### config.mk
export PLATFORM = sky130hd
export DESIGN_NAME = ccc_top
export DESIGN_NICKNAME = d
export VERILOG_FILES = /design/src/rtl/ccc_pkg.sv /design/src/rtl/ccc_pair_cnt.sv /design/src/rtl/ccc_hour_cnt.sv /design/src/rtl/ccc_date_cnt.sv /design/src/rtl/ccc_top.sv
export SDC_FILE = /design/constraint.sdc
export NUM_CORES = 1
export LEC_CHECK = 0
export ABC_AREA = 1
export BUFFER_PORTS_ARGS = -buffer_cell sky130_fd_sc_hd__buf_4
export CORE_MARGIN = 5
export CORE_UTILIZATION = 60
export DETAILED_ROUTE_END_ITERATION = 10
export HOLD_SLACK_MARGIN = 0.06
export PLACE_DENSITY = 0.78
export SLEW_MARGIN = 20
export SYNTH_ARGS = -nofsm -noshare
export SYNTH_HDL_FRONTEND = slang
export SYNTH_HIERARCHICAL = 1
export SYNTH_SLANG_ARGS = --single-unit
### constraint.sdc
create_clock -name clk -period 3.2 [get_ports clk]
set_input_delay 0.48 -clock clk [delete_from_list [all_inputs] [get_ports clk]]
set_output_delay 0.48 -clock clk [all_outputs]
set_load 0.02 [all_outputs]
### src/rtl/ccc_pkg.sv
// Shared constants and BCD helpers for the clock-calendar counter chain.
// Assumes every counter value is packed BCD, two digits per byte.
package ccc_pkg;
    localparam int BYTE_W = 8;
    localparam int PAIRS  = 3;

    typedef logic [BYTE_W-1:0] bcd8_t;

    // Next BCD value of a two-digit pair (no wrap handling)
    function automatic bcd8_t bcd_next(input bcd8_t v);
        bcd8_t r;
        if (v[3:0] >= 4'd9) r = {v[7:4] + 4'd1, 4'h0};
        else                r = {v[7:4], v[3:0] + 4'd1};
        return r;
    endfunction

    // Last BCD date of a month given the 2-bit year
    function automatic logic [5:0] month_end(input logic [4:0] mon, input logic [1:0] yr);
        logic [5:0] r;
        case (mon)
            5'h04, 5'h06, 5'h09, 5'h11: r = 6'h30;
            5'h02:                      r = (yr == 2'd0) ? 6'h29 : 6'h28;
            default:                    r = 6'h31;
        endcase
        return r;
    endfunction
endpackage

### src/rtl/ccc_pair_cnt.sv
// Two-digit BCD counter stage with a wrap limit and a carry out.
// In time mode it wraps after CLK_LAST, and in pulse mode after 99.
// Assumes a write and a step can arrive together, and the write wins.
module ccc_pair_cnt
    import ccc_pkg::*;
#(
    parameter bcd8_t CLK_LAST = 8'h59
) (
    input  logic  clk,
    input  logic  rst_n,
    input  logic  step_i,
    input  logic  evt_i,
    input  logic  wr_i,
    input  bcd8_t wdata_i,
    output bcd8_t value_o,
    output logic  carry_o
);
    bcd8_t value_q;
    bcd8_t lim;

    // Wrap limit depends on the counting mode
    always_comb lim = evt_i ? 8'h99 : CLK_LAST;

    assign carry_o = step_i && (value_q == lim);
    assign value_o = value_q;

    // Counter register: write has priority over a step
    always_ff @(posedge clk) begin
        if (!rst_n)      value_q <= '0;
        else if (wr_i)   value_q <= wdata_i;
        else if (step_i) value_q <= (value_q == lim) ? '0 : bcd_next(value_q);
    end

    // a step at the limit lands on 00
    assert_pair_wrap_R1: assert property (@(posedge clk) disable iff (!rst_n)
        (step_i && !wr_i && value_q == lim) |=> (value_q == 8'h00));
    assert_pair_load_R8: assert property (@(posedge clk) disable iff (!rst_n)
        wr_i |=> (value_q == $past(wdata_i)));
    assert_pair_hold_R7: assert property (@(posedge clk) disable iff (!rst_n)
        (!step_i && !wr_i) |=> $stable(value_q));
endmodule

### src/rtl/ccc_hour_cnt.sv
// Hour register with format select in bit 7 and afternoon flag in bit 6.
// Counts 00..23 or 12,01..11 per half day and flags the day advance.
// Assumes legal BCD contents; illegal loads just keep incrementing.
module ccc_hour_cnt
    import ccc_pkg::*;
(
    input  logic  clk,
    input  logic  rst_n,
    input  logic  step_i,
    input  logic  wr_i,
    input  bcd8_t wdata_i,
    output bcd8_t value_o,
    output logic  carry_o
);
    bcd8_t      hour_q;
    bcd8_t      hour_nx;
    logic       day_wrap;
    logic [5:0] hr;
    bcd8_t      hr_inc;

    assign hr     = hour_q[5:0];
    assign hr_inc = bcd_next({2'b00, hr});

    // Next hour value and day-advance condition
    always_comb begin
        day_wrap = 1'b0;
        hour_nx  = {hour_q[7:6], hr_inc[5:0]};
        if (hour_q[7]) begin
            if (hr == 6'h11) begin
                hour_nx  = {1'b1, ~hour_q[6], 6'h12};
                day_wrap = hour_q[6];
            end else if (hr == 6'h12) begin
                hour_nx = {1'b1, hour_q[6], 6'h01};
            end
        end else if (hr == 6'h23) begin
            hour_nx  = {hour_q[7:6], 6'h00};
            day_wrap = 1'b1;
        end
    end

    assign carry_o = step_i && day_wrap;
    assign value_o = hour_q;

    // Hour register: write has priority over a step
    always_ff @(posedge clk) begin
        if (!rst_n)      hour_q <= '0;
        else if (wr_i)   hour_q <= wdata_i;
        else if (step_i) hour_q <= hour_nx;
    end

    assert_hour_24wrap_R2: assert property (@(posedge clk) disable iff (!rst_n)
        (step_i && !wr_i && !hour_q[7] && hr == 6'h23) |=> (hour_q[5:0] == 6'h00));
    assert_hour_pmflip_R3: assert property (@(posedge clk) disable iff (!rst_n)
        (step_i && !wr_i && hour_q[7] && hr == 6'h11) |=>
        (hour_q[6] != $past(hour_q[6]) && hour_q[5:0] == 6'h12));
    assert_hour_twelve_R3: assert property (@(posedge clk) disable iff (!rst_n)
        (step_i && !wr_i && hour_q[7] && hr == 6'h12) |=> (hour_q[5:0] == 6'h01 && $stable(hour_q[7:6])));
endmodule

### src/rtl/ccc_date_cnt.sv
// Calendar bytes: {year[1:0], date BCD} and {weekday[2:0], month BCD}.
// Applies month lengths and the year-0 leap February on each day advance.
// Assumes each byte can be written on its own, and a write beats a step.
module ccc_date_cnt
    import ccc_pkg::*;
(
    input  logic  clk,
    input  logic  rst_n,
    input  logic  step_i,
    input  logic  wr_date_i,
    input  logic  wr_month_i,
    input  bcd8_t wdata_i,
    output bcd8_t date_byte_o,
    output bcd8_t month_byte_o
);
    bcd8_t      date_q, month_q;
    bcd8_t      date_nx, month_nx;
    logic [1:0] yr;
    logic [5:0] day;
    logic [2:0] wd;
    logic [4:0] mon;
    logic       day_wrap, mon_wrap;
    bcd8_t      day_inc, mon_inc;

    assign yr      = date_q[7:6];
    assign day     = date_q[5:0];
    assign wd      = month_q[7:5];
    assign mon     = month_q[4:0];
    assign day_inc = bcd_next({2'b00, day});
    assign mon_inc = bcd_next({3'b000, mon});

    // Next values of both calendar bytes for one day advance
    always_comb begin
        day_wrap = (day == month_end(mon, yr));
        mon_wrap = day_wrap && (mon == 5'h12);
        date_nx  = day_wrap ? {mon_wrap ? yr + 2'd1 : yr, 6'h01} : {yr, day_inc[5:0]};
        month_nx = {(wd == 3'd6) ? 3'd0 : wd + 3'd1,
                    mon_wrap ? 5'h01 : (day_wrap ? mon_inc[4:0] : mon)};
    end

    // Year/date byte register
    always_ff @(posedge clk) begin
        if (!rst_n)         date_q <= '0;
        else if (wr_date_i) date_q <= wdata_i;
        else if (step_i)    date_q <= date_nx;
    end

    // Weekday/month byte register
    always_ff @(posedge clk) begin
        if (!rst_n)          month_q <= '0;
        else if (wr_month_i) month_q <= wdata_i;
        else if (step_i)     month_q <= month_nx;
    end

    assign date_byte_o  = date_q;
    assign month_byte_o = month_q;

    assert_date_leap_R5: assert property (@(posedge clk) disable iff (!rst_n)
        (step_i && !wr_date_i && !wr_month_i && mon == 5'h02 && day == 6'h28 && yr == 2'd0)
        |=> (date_q[5:0] == 6'h29));
    assert_date_feb_R5: assert property (@(posedge clk) disable iff (!rst_n)
        (step_i && !wr_date_i && !wr_month_i && mon == 5'h02 && day == 6'h28 && yr != 2'd0)
        |=> (date_q[5:0] == 6'h01 && month_q[4:0] == 5'h03));
    assert_month_wrap_R6: assert property (@(posedge clk) disable iff (!rst_n)
        (step_i && !wr_date_i && !wr_month_i && mon == 5'h12 && day == 6'h31)
        |=> (month_q[4:0] == 5'h01 && date_q[7:6] == $past(yr) + 2'd1));
    assert_wday_wrap_R6: assert property (@(posedge clk) disable iff (!rst_n)
        (step_i && !wr_month_i && wd == 3'd6) |=> (month_q[7:5] == 3'd0));
endmodule

### src/rtl/ccc_top.sv
// Clock-calendar counter chain: three BCD pairs, hours, two calendar bytes.
// Steps once per tick_i unless halted; in pulse mode only the pairs count.
// Assumes the control inputs come from a control register outside the block.
module ccc_top
    import ccc_pkg::*;
#(
    parameter int ADDR_W = 4
) (
    input  logic              clk,
    input  logic              rst_n,
    input  logic              tick_i,
    input  logic              evt_mode_i,
    input  logic              halt_i,
    input  logic              mask_i,
    input  logic              wr_en_i,
    input  logic [ADDR_W-1:0] wr_addr_i,
    input  logic [7:0]        wr_data_i,
    input  logic [ADDR_W-1:0] rd_addr_i,
    output logic [7:0]        rd_data_o
);
    localparam logic [ADDR_W-1:0] A_HOUR  = ADDR_W'(PAIRS + 1);
    localparam logic [ADDR_W-1:0] A_DATE  = ADDR_W'(PAIRS + 2);
    localparam logic [ADDR_W-1:0] A_MONTH = ADDR_W'(PAIRS + 3);

    logic [PAIRS:0] chain;
    bcd8_t          pair_val [PAIRS];
    logic           hour_step, day_step;
    bcd8_t          hour_val, date_val, month_val;

    assign chain[0] = tick_i && !halt_i;

    // Repeated BCD pair stages: hundredths, seconds, minutes
    for (genvar g = 0; g < PAIRS; g++) begin : g_pair
        ccc_pair_cnt #(
            .CLK_LAST((g == 0) ? 8'h99 : 8'h59)
        ) u_pair (
            .clk     (clk),
            .rst_n   (rst_n),
            .step_i  (chain[g]),
            .evt_i   (evt_mode_i),
            .wr_i    (wr_en_i && (wr_addr_i == ADDR_W'(g + 1))),
            .wdata_i (wr_data_i),
            .value_o (pair_val[g]),
            .carry_o (chain[g+1])
        );
    end

    assign hour_step = chain[PAIRS] && !evt_mode_i;

    ccc_hour_cnt u_hour (
        .clk     (clk),
        .rst_n   (rst_n),
        .step_i  (hour_step),
        .wr_i    (wr_en_i && (wr_addr_i == A_HOUR)),
        .wdata_i (wr_data_i),
        .value_o (hour_val),
        .carry_o (day_step)
    );

    ccc_date_cnt u_date (
        .clk          (clk),
        .rst_n        (rst_n),
        .step_i       (day_step),
        .wr_date_i    (wr_en_i && (wr_addr_i == A_DATE)),
        .wr_month_i   (wr_en_i && (wr_addr_i == A_MONTH)),
        .wdata_i      (wr_data_i),
        .date_byte_o  (date_val),
        .month_byte_o (month_val)
    );

    // Read multiplexer with optional masking of year and weekday
    always_comb begin
        rd_data_o = '0;
        if (rd_addr_i >= ADDR_W'(1) && rd_addr_i <= ADDR_W'(PAIRS))
            rd_data_o = pair_val[rd_addr_i - ADDR_W'(1)];
        else if (rd_addr_i == A_HOUR)
            rd_data_o = hour_val;
        else if (rd_addr_i == A_DATE)
            rd_data_o = mask_i ? {2'b00, date_val[5:0]} : date_val;
        else if (rd_addr_i == A_MONTH)
            rd_data_o = mask_i ? {3'b000, month_val[4:0]} : month_val;
    end

    assert_halt_freeze_R7: assert property (@(posedge clk) disable iff (!rst_n)
        (halt_i && !wr_en_i) |=> ($stable(hour_val) && $stable(date_val) && $stable(month_val)
                                  && $stable(pair_val[0]) && $stable(pair_val[PAIRS-1])));
    assert_evt_calendar_hold_R10: assert property (@(posedge clk) disable iff (!rst_n)
        (evt_mode_i && !wr_en_i) |=> ($stable(hour_val) && $stable(date_val) && $stable(month_val)));
    assert_mask_read_R9: assert property (@(posedge clk) disable iff (!rst_n)
        (mask_i && rd_addr_i == A_DATE) |-> (rd_data_o[7:6] == 2'b00 && rd_data_o[5:0] == date_val[5:0]));
    assert_outside_zero_R11: assert property (@(posedge clk) disable iff (!rst_n)
        (rd_addr_i == '0 || rd_addr_i > A_MONTH) |-> (rd_data_o == 8'h00));
endmodule

==> results.md <==
- Share of the yosys chip area belonging to registers: approximately a fifth
- Chip Width: just under 100 um
- Biggest fanout along the worst timing path: 6
- Power density over the cells: between 200 and 250 nW/um2
- CTS sink count: 48
- Ranking of synthesized cells by area: sky130_fd_sc_hd__dfxtp_1 21%, sky130_fd_sc_hd__nand2_1 15%, sky130_fd_sc_hd__ha_1 9.2%
- Count of antenna-violating nets left after detailed routing: 0
- Peak Freq: 339 MHz
- Root cell of the clock tree: sky130_fd_sc_hd__clkbuf_8
- Post-Synthesis Mean Instance Area: around 6.3 um2
- Fraction of layout cells with a size suffix above 1: around 16%
- Die Height: 97.7 um
- Number of pins exceeding their max-slew limit in the final report: 0
- Maximum Capacitance Violations: 0
- Wire length of the first global-routing pass: between 20000 and 25000 um
- Initial Utilization: 60.7%
- Pre-CTS worst setup slack: 107 ps
- CP Capture Type: flop
- Worst EP arrival: ~3200 ps
- Clock H-tree levels: 2
- Half-perimeter wire length of the detailed placement result: approximately 9600 um
- Number of global-route vias before repair: between 4000 and 5000
- Number of hold buffers added after CTS: 0
- Cell type contributing the most total cell area after synthesis: sky130_fd_sc_hd__dfxtp_1
- Highest ir drop seen on vdd: about 0.17 mV
- Final hold slack: around 500 ps
- Number of rows in the core area: 32
- Latest clock arrival within the worst-skew pair: between 300 and 400 ps
- Final weighted congestion of routability-driven global placement: about 0.96
- Post-synth top area share: 20.8%
- GR Util All Layers: 26.2%
- Slew HR: approximately two fifths
- Unrepaired setup endpoints after global routing: false
- Crit path setup slack, layout: between 200 and 300 ps
- DRC violation total after the first TritonRoute iteration: approximately 340
- Final-stage net count: 828
- Total grt overflow: 0
- Commonest cells after routing, fill and taps aside: 188 x sky130_fd_sc_hd__nand2_1, 100 x sky130_fd_sc_hd__inv_1, 80 x sky130_fd_sc_hd__nor2_1
- Worst Tran Pin Value: about 870 ps
- Kind of critical path: flop to flop
- Core Footprint: ~7600 um2
- Detailed-route via count: about 4900
- Share of total power in combinational logic: roughly 16%
- Initial antenna violation count: 0
- Worst-path clk slew: about 100 ps
- Clock period minus worst slack: roughly 2900 ps
- Sequential share of power: around 51%
- Vias per std cell: 5.56
- Net count of the mapped netlist: between 700 and 800
- Most common library cell in the layout ignoring fill and taps: sky130_fd_sc_hd__nand2_1
- Setup total negative slack: 0 ps
- CTS tree: done
- Count of buffers from port buffering: 30
- Full die area: roughly 9500 um2
- Layout-stage area growth over the synthesis result: 10.1%
- Run status: finished, final reports clean
- Sw Ratio: approximately 30%
- Post-Syn Area: 4610 um2
- Endpoints failing setup: 0
- Largest clock skew in the final design: between 15 and 20 ps
- Mapped Cells: 732
- Fin. Hold Viols: 0
- Largest net degree at the start of global routing: 23
- Clock buffer count from CTS: 5
- Net load switching power: approximately 0.36 mW
- Wirelength per Cell: ~14 um
- Number of ports placed on the die boundary: 31
- Final period util: between 90% and 100%
- Worst setup SP type: flop
- Sum of routed wire length over all layers: ~13000 um
- Residual DRC: 0
- Cell variety after synth: 39
- Tightest Hold Check Type: primary input to flop
- Required time worst endpoint: around 3400 ps
- Overall Power: approximately 1.2 mW
- Count of antenna diodes in the layout: 0
- Portion of total power attributed to the clock network: approximately a third
- Int Power: 0.844 mW
- Synthesis-stage register bit count: between 40 and 50
- Static leakage power: between 2 and 2.5 nW
- DR pass1 iterations: 8
- Number of fill cells in the layout: 709
- Yosys warns: 6
- Maximum count of clock buffers along a single path: 2
[state kept, by name (all words and copies together) (netlist names)]
name                   count
u_date/date_byte_o         8
u_hour/value_o             8
g_pair.u_pair/value_o     24
u_date/month_byte_o        8
[timing repair]
| action | CTS | global route |
|---|---|---|
| resized for setup | 0 | 5 |
| buffers inserted | 0 | 0 |
| setup endpoints to repair | 0 | 14 |
[power groups by stage]
stage                     logic [mW]  registers [mW]  clock network [mW]
after floorplan                0.112           0.627                   0
after global placement         0.186           0.627                   0
after global routing           0.211           0.615               0.428
after detailed placement       0.190           0.628                   0
final                          0.194           0.614               0.397
after CTS                      0.190           0.614               0.402
[synthesized netlist by cell type]
master,instances
sky130_fd_sc_hd__buf_4,2
sky130_fd_sc_hd__a21oi_1,37
sky130_fd_sc_hd__a211oi_1,2
sky130_fd_sc_hd__clkbuf_8,3
sky130_fd_sc_hd__nand3b_1,3
sky130_fd_sc_hd__clkbuf_1,1
sky130_fd_sc_hd__buf_2,6
sky130_fd_sc_hd__o21ai_0,15
sky130_fd_sc_hd__xnor2_1,2
sky130_fd_sc_hd__o21ai_1,7
sky130_fd_sc_hd__or2_1,1
sky130_fd_sc_hd__dfxtp_1,48
sky130_fd_sc_hd__o21bai_1,1
sky130_fd_sc_hd__a31oi_1,4
sky130_fd_sc_hd__a21boi_0,2
sky130_fd_sc_hd__or2_4,1
sky130_fd_sc_hd__inv_1,101
sky130_fd_sc_hd__xor2_1,7
sky130_fd_sc_hd__nand3_1,64
sky130_fd_sc_hd__o21ai_2,1
sky130_fd_sc_hd__nand3_4,1
sky130_fd_sc_hd__nor2_2,5
sky130_fd_sc_hd__nand2_1,188
sky130_fd_sc_hd__a22oi_1,17
sky130_fd_sc_hd__nand4_1,29
sky130_fd_sc_hd__nand2_4,14
sky130_fd_sc_hd__o211ai_1,1
sky130_fd_sc_hd__nor2_4,8
sky130_fd_sc_hd__nor2_1,83
sky130_fd_sc_hd__nand3_2,9
sky130_fd_sc_hd__a21oi_2,6
sky130_fd_sc_hd__o21a_1,1
sky130_fd_sc_hd__nand2_2,11
sky130_fd_sc_hd__ha_1,34
sky130_fd_sc_hd__inv_2,5
sky130_fd_sc_hd__inv_4,3
sky130_fd_sc_hd__nor3_1,6
sky130_fd_sc_hd__buf_6,2
sky130_fd_sc_hd__a21oi_4,1
[metrics by stage]
step | util (%) | instances | cell area (um2)
finish | 66.8 | 874 | 5080
global route | 66.8 | 874 | 5080
CTS | 66.6 | 874 | 5070
detailed placement | 65.4 | 866 | 4970
global placement | 65.4 | 866 | 4970
floorplan | - | 732 | 4610
[layer usage]
metal | share of wire, % | GRT usage, % | vias to the layer above | routed length (um)
met5 | 0 | 0 | - | 0
li1 | - | - | 2441 | -
met2 | 47 | 43.4 | 181 | 5940
met4 | 2.4 | 9.16 | 0 | 301
met3 | 6.6 | 5.03 | 29 | 826
met1 | 44 | 33.8 | 2207 | 5520
[critical path, cell delays in order (launching register included)]
cell	delay [ps]
sky130_fd_sc_hd__dfxtp_1	320
sky130_fd_sc_hd__inv_1	70
sky130_fd_sc_hd__ha_1	190
sky130_fd_sc_hd__nand2_1	70
sky130_fd_sc_hd__nor2_1	90
sky130_fd_sc_hd__nand2_1	90
sky130_fd_sc_hd__nor2_2	170
sky130_fd_sc_hd__inv_1	140
sky130_fd_sc_hd__nor2_4	170
sky130_fd_sc_hd__inv_1	100
sky130_fd_sc_hd__nor2_1	110
sky130_fd_sc_hd__inv_1	60
sky130_fd_sc_hd__nor2_2	130
sky130_fd_sc_hd__inv_1	90
sky130_fd_sc_hd__a211oi_1	250
sky130_fd_sc_hd__buf_4	180
sky130_fd_sc_hd__nor2_1	100
sky130_fd_sc_hd__inv_1	140
sky130_fd_sc_hd__o21ai_0	90
sky130_fd_sc_hd__a21oi_1	120
sky130_fd_sc_hd__nand2_1	60
sky130_fd_sc_hd__a21oi_1	120
[cell type report]
type                            count  area (um2)  share of cell area [%]
Multi-Input combinational cell    561        3140                    61.7
Timing Repair Buffer               46         345                    6.80
Clock buffer                        6        82.6                    1.63
Sequential cell                    48         961                    18.9
Clock inverter                      2        10.0                   0.197
Inverter                          109         417                    8.20
Tap cell                          102         128                    2.51
[final timing paths]
kind	start	to	slack [ps]	cells past startpoint
setup / recovery	g_pair[0].u_pair/value_o[1]	u_date/date_byte_o[3]	250	21
hold / removal	wr_data_i[7]	u_hour/value_o[7]	490	3
setup reg to reg	g_pair[0].u_pair/value_o[1]	u_date/date_byte_o[3]	250	21
hold reg to reg	u_date/date_byte_o[6]	u_date/date_byte_o[6]	530	2
[logic make-up (layout without fill, tap and decap cells)]
logic type / after synthesis / count (layout) / share of synthesized area [%]
AO/OA/AOI/OAI: 95 / 95 / 12.5
XOR/XNOR: 9 / 9 / 1.71
adder cells (fa/ha/maj): 34 / 34 / 9.22
buffers and inverters: 123 / 163 / 11.5
flip-flops: 48 / 48 / 20.8
AND/OR/NAND/NOR: 423 / 423 / 44.3
Power figures use the tool's default switching activity.
